[src/rtl/hbf_pkg.sv]
package hbf_pkg;

    typedef enum logic [1:0] {
        ST_OFF,
        ST_FILL,
        ST_LAUNCH,
        ST_WAIT
    } hbf_state_e;

    localparam int WORD_BITS = 32;
    localparam int ST_WORDS  = 5;
    localparam int CTX_WORDS = 7;

    function automatic logic [ST_WORDS*WORD_BITS-1:0] hbf_iv(input logic sha1);
        logic [ST_WORDS*WORD_BITS-1:0] v;
        v[31:0]    = 32'h6745_2301;
        v[63:32]   = 32'hEFCD_AB89;
        v[95:64]   = 32'h98BA_DCFE;
        v[127:96]  = 32'h1032_5476;
        v[159:128] = sha1 ? 32'hC3D2_E1F0 : 32'h0;
        return v;
    endfunction

    function automatic logic [ST_WORDS*WORD_BITS-1:0] hbf_mask(
        input logic sha1, input logic [ST_WORDS*WORD_BITS-1:0] s);
        logic [ST_WORDS*WORD_BITS-1:0] v;
        v = s;
        if (!sha1) v[159:128] = 32'h0;
        return v;
    endfunction

endpackage

[src/rtl/hbf_word_store.sv]
module hbf_word_store #(
    parameter int WORDS = 16,
    parameter int IW    = 5
) (
    input  logic                  clk,
    input  logic                  rst_n,
    input  logic                  we,
    input  logic [IW-1:0]         idx,
    input  logic [31:0]           data,
    output logic [WORDS*32-1:0]   flat
);

    for (genvar k = 0; k < WORDS; k++) begin : g_word
        logic [31:0] word_q;
        always_ff @(posedge clk or negedge rst_n) begin
            if (!rst_n)
                word_q <= '0;
            else if (we && idx == IW'(k))
                word_q <= data;
        end
        assign flat[k*32 +: 32] = word_q;
    end

endmodule

[src/rtl/hbf_wr_decode.sv]
module hbf_wr_decode #(
    parameter logic [15:0] BASE      = 16'h7A00,
    parameter int          BLK_BYTES = 64,
    parameter int          CTX_OFF   = 'h40,
    parameter int          CTX_BYTES = 28,
    parameter int          IW        = 5,
    parameter int          FW        = 7
) (
    input  logic          clk,
    input  logic          rst_n,
    input  logic          wr_start,
    input  logic [15:0]   wr_addr,
    input  logic [6:0]    wr_len,
    input  logic          wr_valid,
    input  logic          buf_allow,
    input  logic          ctx_allow,
    input  logic [FW-1:0] fill_cnt,
    output logic          buf_we,
    output logic          ctx_we,
    output logic [IW-1:0] word_idx,
    output logic          reject
);

    localparam logic [16:0] BLK_END = 17'(BLK_BYTES);
    localparam logic [16:0] CTX_LO  = 17'(CTX_OFF);
    localparam logic [16:0] CTX_END = 17'(CTX_OFF + CTX_BYTES);

    logic [15:0]   off;
    logic [16:0]   end_b;
    logic [16:0]   fill_end;
    logic          len_ok, buf_hit, ctx_hit;
    logic          act_q, to_ctx_q;
    logic [IW-1:0] ptr_q;
    logic [4:0]    left_q;
    logic          fire;

    always_comb begin
        off      = wr_addr - BASE;
        end_b    = {1'b0, off} + 17'(wr_len);
        fill_end = 17'(fill_cnt) + 17'(wr_len);
        len_ok   = (wr_len != 7'd0) && (wr_len[1:0] == 2'b00) && (off[1:0] == 2'b00);
        buf_hit  = buf_allow && len_ok && (end_b <= BLK_END) && (fill_end <= BLK_END);
        ctx_hit  = ctx_allow && len_ok && ({1'b0, off} >= CTX_LO) && (end_b <= CTX_END);
        reject   = wr_start && !buf_hit && !ctx_hit;
        fire     = act_q && wr_valid && !wr_start;
        buf_we   = fire && !to_ctx_q;
        ctx_we   = fire && to_ctx_q;
        word_idx = ptr_q;
    end

    always_ff @(posedge clk or negedge rst_n) begin
        if (!rst_n) begin
            act_q    <= 1'b0;
            to_ctx_q <= 1'b0;
            ptr_q    <= '0;
            left_q   <= '0;
        end else if (wr_start) begin
            act_q    <= buf_hit || ctx_hit;
            to_ctx_q <= ctx_hit;
            ptr_q    <= buf_hit ? IW'(off[15:2]) : IW'((off - 16'(CTX_OFF)) >> 2);
            left_q   <= wr_len[6:2];
        end else if (fire) begin
            ptr_q  <= ptr_q + 1'b1;
            left_q <= left_q - 1'b1;
            act_q  <= (left_q != 5'd1);
        end
    end

endmodule

[src/rtl/hash_block_front.sv]
module hash_block_front
    import hbf_pkg::*;
#(
    parameter logic [15:0] BASE_ADDR = 16'h7A00,
    parameter int          BLK_BYTES = 64,
    parameter int          CTX_OFF   = 'h40,
    parameter int          OUT_OFF   = 'h70
) (
    input  logic         clk,
    input  logic         rst_n,
    input  logic         enable,
    input  logic         mode_sha1,
    input  logic         resume,
    input  logic         last_blk,
    input  logic         irq_clr,
    input  logic         wr_start,
    input  logic [15:0]  wr_addr,
    input  logic [6:0]   wr_len,
    input  logic         wr_valid,
    input  logic [31:0]  wr_data,
    input  logic [15:0]  rd_addr,
    output logic [31:0]  rd_data,
    output logic         busy,
    output logic         irq,
    output logic         err,
    output logic         core_start,
    output logic         core_sha1,
    output logic [511:0] core_block,
    output logic [159:0] core_state_in,
    input  logic         core_done,
    input  logic [159:0] core_state_out
);

    localparam int BLK_WORDS = BLK_BYTES / 4;
    localparam int CTX_BYTES = CTX_WORDS * 4;
    localparam int ST_BITS   = ST_WORDS * WORD_BITS;
    localparam int IW        = 5;
    localparam int FW        = $clog2(BLK_BYTES + 1);

    hbf_state_e         st_q, st_d;
    logic [FW-1:0]      fill_cnt;
    logic [ST_BITS-1:0] chain_q;
    logic [63:0]        count_q;
    logic [CTX_BYTES*8-1:0] win_q;
    logic [CTX_BYTES*8-1:0] ctx_flat;
    logic               sha1_q, last_q, en_q;
    logic               buf_we, ctx_we, reject;
    logic [IW-1:0]      word_idx;
    logic               en_rise, blk_full, done_ok;
    logic [ST_BITS-1:0] new_state;
    logic [63:0]        new_count;
    logic [15:0]        rd_off;

    hbf_wr_decode #(
        .BASE(BASE_ADDR), .BLK_BYTES(BLK_BYTES), .CTX_OFF(CTX_OFF),
        .CTX_BYTES(CTX_BYTES), .IW(IW), .FW(FW)
    ) u_dec (
        .clk(clk), .rst_n(rst_n), .wr_start(wr_start), .wr_addr(wr_addr),
        .wr_len(wr_len), .wr_valid(wr_valid),
        .buf_allow(st_q == ST_FILL),
        .ctx_allow(st_q == ST_OFF || st_q == ST_FILL),
        .fill_cnt(fill_cnt), .buf_we(buf_we), .ctx_we(ctx_we),
        .word_idx(word_idx), .reject(reject)
    );

    hbf_word_store #(.WORDS(BLK_WORDS), .IW(IW)) u_blk (
        .clk(clk), .rst_n(rst_n), .we(buf_we), .idx(word_idx),
        .data(wr_data), .flat(core_block)
    );

    hbf_word_store #(.WORDS(CTX_WORDS), .IW(IW)) u_ctx (
        .clk(clk), .rst_n(rst_n), .we(ctx_we), .idx(word_idx),
        .data(wr_data), .flat(ctx_flat)
    );

    always_comb begin
        en_rise   = enable && !en_q;
        blk_full  = buf_we && (fill_cnt == FW'(BLK_BYTES - 4));
        done_ok   = (st_q == ST_WAIT) && core_done;
        new_state = hbf_mask(sha1_q, core_state_out);
        new_count = count_q + 64'(BLK_BYTES);
    end

    // next-state logic
    always_comb begin
        st_d = st_q;
        unique case (st_q)
            ST_OFF:    if (en_rise) st_d = ST_FILL;
            ST_FILL: begin
                if (!enable)       st_d = ST_OFF;
                else if (blk_full) st_d = ST_LAUNCH;
            end
            ST_LAUNCH: st_d = ST_WAIT;
            ST_WAIT:   if (core_done) st_d = ST_FILL;
        endcase
    end

    // state register
    always_ff @(posedge clk or negedge rst_n) begin
        if (!rst_n) st_q <= ST_OFF;
        else        st_q <= st_d;
    end

    // datapath and flags
    always_ff @(posedge clk or negedge rst_n) begin
        if (!rst_n) begin
            fill_cnt <= '0;
            chain_q  <= '0;
            count_q  <= '0;
            win_q    <= '0;
            sha1_q   <= 1'b0;
            last_q   <= 1'b0;
            en_q     <= 1'b0;
            irq      <= 1'b0;
            err      <= 1'b0;
        end else begin
            en_q <= enable;
            if (st_q == ST_OFF && en_rise) begin
                sha1_q   <= mode_sha1;
                chain_q  <= resume ? hbf_mask(mode_sha1, ctx_flat[ST_BITS-1:0])
                                   : hbf_iv(mode_sha1);
                count_q  <= resume ? ctx_flat[CTX_BYTES*8-1:ST_BITS] : 64'd0;
                fill_cnt <= '0;
                err      <= 1'b0;
            end else if (reject) begin
                err <= 1'b1;
            end
            if (buf_we)            fill_cnt <= fill_cnt + FW'(4);
            if (st_q == ST_LAUNCH) fill_cnt <= '0;
            if (blk_full)          last_q   <= last_blk;
            if (done_ok) begin
                chain_q <= new_state;
                count_q <= new_count;
                win_q   <= {last_q ? 64'd0 : new_count, new_state};
                irq     <= 1'b1;
            end else if (irq_clr) begin
                irq <= 1'b0;
            end
        end
    end

    // outputs
    always_comb begin
        busy          = (st_q == ST_LAUNCH) || (st_q == ST_WAIT);
        core_start    = (st_q == ST_LAUNCH);
        core_sha1     = sha1_q;
        core_state_in = chain_q;
        rd_off        = rd_addr - BASE_ADDR - 16'(OUT_OFF);
        rd_data       = 32'h0;
        if (rd_off < 16'(CTX_BYTES) && rd_off[1:0] == 2'b00)
            rd_data = win_q[rd_off[4:2]*32 +: 32];
    end

endmodule

[config.mk]
export PLATFORM = sky130hd
export DESIGN_NAME = hash_block_front
export DESIGN_NICKNAME = d
export VERILOG_FILES = /design/src/rtl/hbf_pkg.sv /design/src/rtl/hbf_word_store.sv /design/src/rtl/hbf_wr_decode.sv /design/src/rtl/hash_block_front.sv
export SDC_FILE = /design/constraint.sdc
export NUM_CORES = 2
export LEC_CHECK = 0
export ABC_AREA = 1
export ABC_CLOCK_PERIOD_IN_PS = 3500
export BUFFER_PORTS_ARGS = -buffer_cell sky130_fd_sc_hd__buf_4
export CORE_AREA = 3 3 369 371
export CTS_CLUSTER_SIZE = 16
export DETAILED_ROUTE_END_ITERATION = 10
export DIE_AREA = 0 0 372 374
export GPL_TIMING_DRIVEN = 0
export RECOVER_POWER = 25
export SLEW_MARGIN = 20
export SYNTH_ARGS = -nofsm -noshare
export SYNTH_HDL_FRONTEND = slang
export SYNTH_SLANG_ARGS = --single-unit
[constraint.sdc]
create_clock -name clk -period 3.5 [get_ports clk]
set_input_delay 0.525 -clock clk [delete_from_list [all_inputs] [get_ports clk]]
set_output_delay 0.525 -clock clk [all_outputs]
set_load 0.02 [all_outputs]
==> results.rst <==
.. list-table::
   :header-rows: 1

   * - Metric
     - Value
   * - Wirelength per Cell
     - 31.2 µm
   * - Per-instance average area after synthesis
     - 9.12 µm²
   * - Classification of the worst-slack hold path
     - input port to flop
   * - Flip-flop cell with the highest count after synthesis
     - dfrtp_1
   * - Syn nets
     - 5,770
   * - Ratio of routed vias to standard cells
     - 5.67
   * - Final HPWL from detailed placement
     - 204,000 µm
   * - Final count of hold timing violations
     - 0
   * - Number of enable flip-flop cells after synthesis
     - 0
   * - Clock-pin slew on the worst setup and hold paths
     - 60 ps
   * - Number of instances in the synthesized netlist
     - 5,498
   * - Startpoint of the worst hold path
     - core_state_out[76]
   * - Distinct cell type count after synthesis
     - 53
   * - Category of the worst setup path launch point
     - flop
   * - Die outline area
     - 139,000 µm²
   * - Cell mode on critical path
     - clkbuf_4
   * - Highest clock frequency the design can meet
     - 0.279 GHz
   * - Arrival time worst endpoint
     - 4260 ps
   * - Die width
     - 372 µm
   * - Number of antenna violations at the first check in global routing
     - 41
   * - Lkg Pwr
     - 29.6 nW
   * - RD Place Congestion
     - 1.05
   * - Number of setup violations in the final report
     - 8
   * - NumNets Final
     - 6,910
   * - Result of the run
     - finished, violations left
   * - Data required, critical path
     - 4180 ps
   * - Launch point of the worst path
     - st_q[0]$_DFFE_PN0P_
   * - Number of optimization iterations in the first detailed-route pass
     - 7
   * - Post-layout instance count excluding filler cells
     - 8,544
   * - Count of vias placed by the detailed router
     - 48,400
   * - Cell with the biggest individual delay on the critical path
     - buf_2
   * - Count of H-tree levels built during CTS
     - 4
   * - Peak fanout along the critical path
     - 13
   * - Height of the die
     - 374 µm
   * - Max_cap viols
     - 2
   * - Min-Delay Path Depth
     - 3
   * - FFs w/ async S/R, synth
     - 100%
   * - Count of pins over their slew limit
     - 268
   * - Detailed Route WL
     - 267,000 µm
   * - Number of buffers added on ports
     - 948
   * - CTS Root Buffer Type
     - clkbuf_16
   * - Number of cells in the design after placement
     - 8,225
   * - Overflow left after global routing
     - 0
   * - Vias in the first global route
     - 46,400
   * - Maximum resistive drop on vdd
     - 0.570 mV
   * - Setup ws final
     - -80.4 ps
   * - Clock skew
     - 36.2 ps
   * - Unrepaired setup endpoints after global routing
     - no
   * - Number of fill cells in the layout
     - 13,300
   * - Most common cell after layout, fill and taps aside
     - nand2_1
   * - Flops & latches, synth
     - 1,208
   * - Buffer depth of the longest clock path
     - 3
   * - Number of placed I/O pins
     - 950
   * - Clock sink count
     - 1,208
   * - Worst Path Buf+Inv
     - 4
   * - Share of synthesized area occupied by flip-flops and latches
     - 60.3%
   * - Worst slew margin relative to its limit
     - -37.1%
   * - Crit-path leading delay family
     - buffers and inverters
   * - Wire length of the first global-routing pass
     - 365,000 µm
   * - Residual DRC
     - 0
   * - Power per unit of standard cell area
     - 745 nW/µm²
   * - Netlist Area Pre-Place
     - 50,100 µm²
   * - Ratio of cells with drive above 1 in the final layout
     - 14.9%
   * - Total clock buffers created by CTS
     - 136
   * - Critical path type
     - flop to flop
   * - Source-to-sink clock delay at the later pin of the worst-skew pair
     - 790 ps
   * - Layout overhead on the synthesized area
     - 27.4%
   * - Critical-path cell list
     - ha_1, nand2_2, inv_1, clkbuf_4, clkbuf_4, buf_2, nand2_1, a31oi_1
   * - Crit share post-route
     - 102%
   * - Maximum number of pins on one net before global-route repair
     - 144
   * - Slew at the pin closest to its max-slew limit
     - 2060 ps
   * - Number of gates on the worst path with buffers counted
     - 8
   * - Initial cell density of the core
     - 37.6%
   * - GR Util All Layers
     - 37.6%
   * - Final Util
     - 47.9%
   * - Placement Rows
     - 134
   * - Core box area
     - 133,000 µm²
   * - Final critical-path required period
     - 3580 ps
   * - Warnings from Yosys
     - 0
   * - Routed Antenna Nets
     - 0
   * - Commonest cells after routing, fill and taps aside
     - nand2_1, dfrtp_1, o21ai_0
   * - Cell count of the worst reg-to-reg path
     - 8
   * - Element type at the critical path end
     - flop
   * - Violated checks
     - capacitance limit, slew limit, setup timing
   * - Max stage delay on crit path
     - 480 ps
   * - Reg2reg start
     - st_q[0]$_DFFE_PN0P_
   * - Starting DRT DRC Count
     - 5,860
   * - CTS tree
     - done
-- repair_timing --
action,CTS,global route
setup buffers,0,0
hold endpoints to repair,114,0
gates resized for setup,38,26
pin swaps,1,1
hold buffers,43,0
cloned,0,0
endpoints found under the setup margin,224,47
-- flip-flops by register name, indices dropped and copies added (netlist names), 2 cells and up --
name	flops
st_q	2
fill_cnt	5
count_q	64
core_state_in	160
u_ctx.g_word.word_q	224
u_dec.word_idx	5
u_dec.left_q	5
u_blk.g_word.word_q	512
win_q	224
-- synthesized netlist by cell type, drive strengths merged (2+ instances only) --
| library cell | n | share of area, % |
|---|---|---|
| nand3b | 8 | 0.12 |
| o21bai | 2 | 0.030 |
| o31ai | 6 | 0.090 |
| clkbuf | 365 | 2.8 |
| xor2 | 29 | 0.51 |
| a221oi | 14 | 0.24 |
| a22o | 2 | 0.035 |
| nor4b | 2 | 0.035 |
| o41ai | 2 | 0.035 |
| clkinv | 2 | 0.015 |
| o21ai | 1024 | 10 |
| buf | 32 | 0.27 |
| xnor2 | 5 | 0.087 |
| a22oi | 58 | 0.87 |
| ha | 30 | 0.75 |
| or2 | 18 | 0.22 |
| nand2 | 1356 | 10 |
| nor2 | 339 | 2.6 |
| o221ai | 4 | 0.070 |
| a211oi | 9 | 0.13 |
| o211ai | 4 | 0.060 |
| inv | 311 | 2.3 |
| nand3 | 182 | 1.9 |
| dfrtp | 1208 | 60 |
| a21oi | 96 | 0.96 |
| nand4 | 43 | 0.56 |
| nor3 | 38 | 0.44 |
| o22ai | 72 | 0.90 |
| o221a | 12 | 0.27 |
| nor4 | 16 | 0.27 |
| o21a | 2 | 0.030 |
| a31oi | 202 | 2.5 |
-- worst min-delay path, cell delays in order --
cell,delay [ps]
buf_4,80
nand2_1,100
nand2_1,70
-- power breakdown --
group / total (W) / switching (W) / internal, W / leakage [nW]
Combinational: 0.0133 / 0.00926 / 0.00405 / 11.5
Clock: 0.0149 / 0.00628 / 0.00858 / 2.25
Sequential: 0.0194 / 0.00233 / 0.0171 / 15.9
-- logic make-up after synthesis --
logic type,synth area share (%)
and+or+nand+nor,16.4
AOI/OAI and AO/OA,16.5
DFF,60.3
buffers and inverters,5.42
xor gates and xnor gates,0.594
adders and majority gates,0.789
muxes,0.0200
-- per-layer routing --
metal,track usage (%),part of all wire (%)
met5,0,0.12
met4,18.3,5.6
met3,10.3,9.7
met2,56.9,44
met1,49.7,40
-- final timing paths --
check / to / slack, ps
setup / recovery: core_state_in[34]$_DFFE_PN0P_ / -80
hold / removal: win_q[76]$_DFFE_PN0P_ / 40
setup reg to reg: core_state_in[34]$_DFFE_PN0P_ / -80
hold reg to reg: u_ctx.g_word[1].word_q[15]$_DFFE_PN0P_ / 470
max in group asynchronous: win_q[139]$_DFFE_PN0P_ / 450
min in group asynchronous: core_state_in[85]$_DFFE_PN0P_ / 320
-- per-stage QoR --
| stage | total power, W | instance area, µm² | TNS, ps | setup slack [ps] | hold slack [ps] |
|---|---|---|---|---|---|
| final | 0.0476 | 63900 | -192 | -80.4 | 41.7 |
| after global routing | 0.0494 | 63800 | 0 | 4.04 | 13.9 |
| after detailed placement | 0.0331 | 59800 | -121070 | -1080 | 462 |
| after floorplan | 0.0257 | 50100 | 0 | 315 | 229 |
| after CTS | 0.0480 | 64900 | -8.60 | -8.60 | 2.02 |
| after global placement | 0.0329 | 59500 | - | -13040 | 459 |
-- layout make-up --
type | instances | area [µm²] | share of cell area (%)
multi-input combinational | 3580 | 17300 | 27.0
inverter | 313 | 1180 | 1.84
clock buffer | 203 | 4040 | 6.32
clock inverter | 44 | 567 | 0.887
antenna | 29 | 72.6 | 0.114
buffer | 396 | 1610 | 2.53
tap | 1768 | 2210 | 3.46
timing repair buffer | 1003 | 6700 | 10.5
sequential | 1208 | 30200 | 47.3
Note: power is estimated with default switching activity, not from simulation.
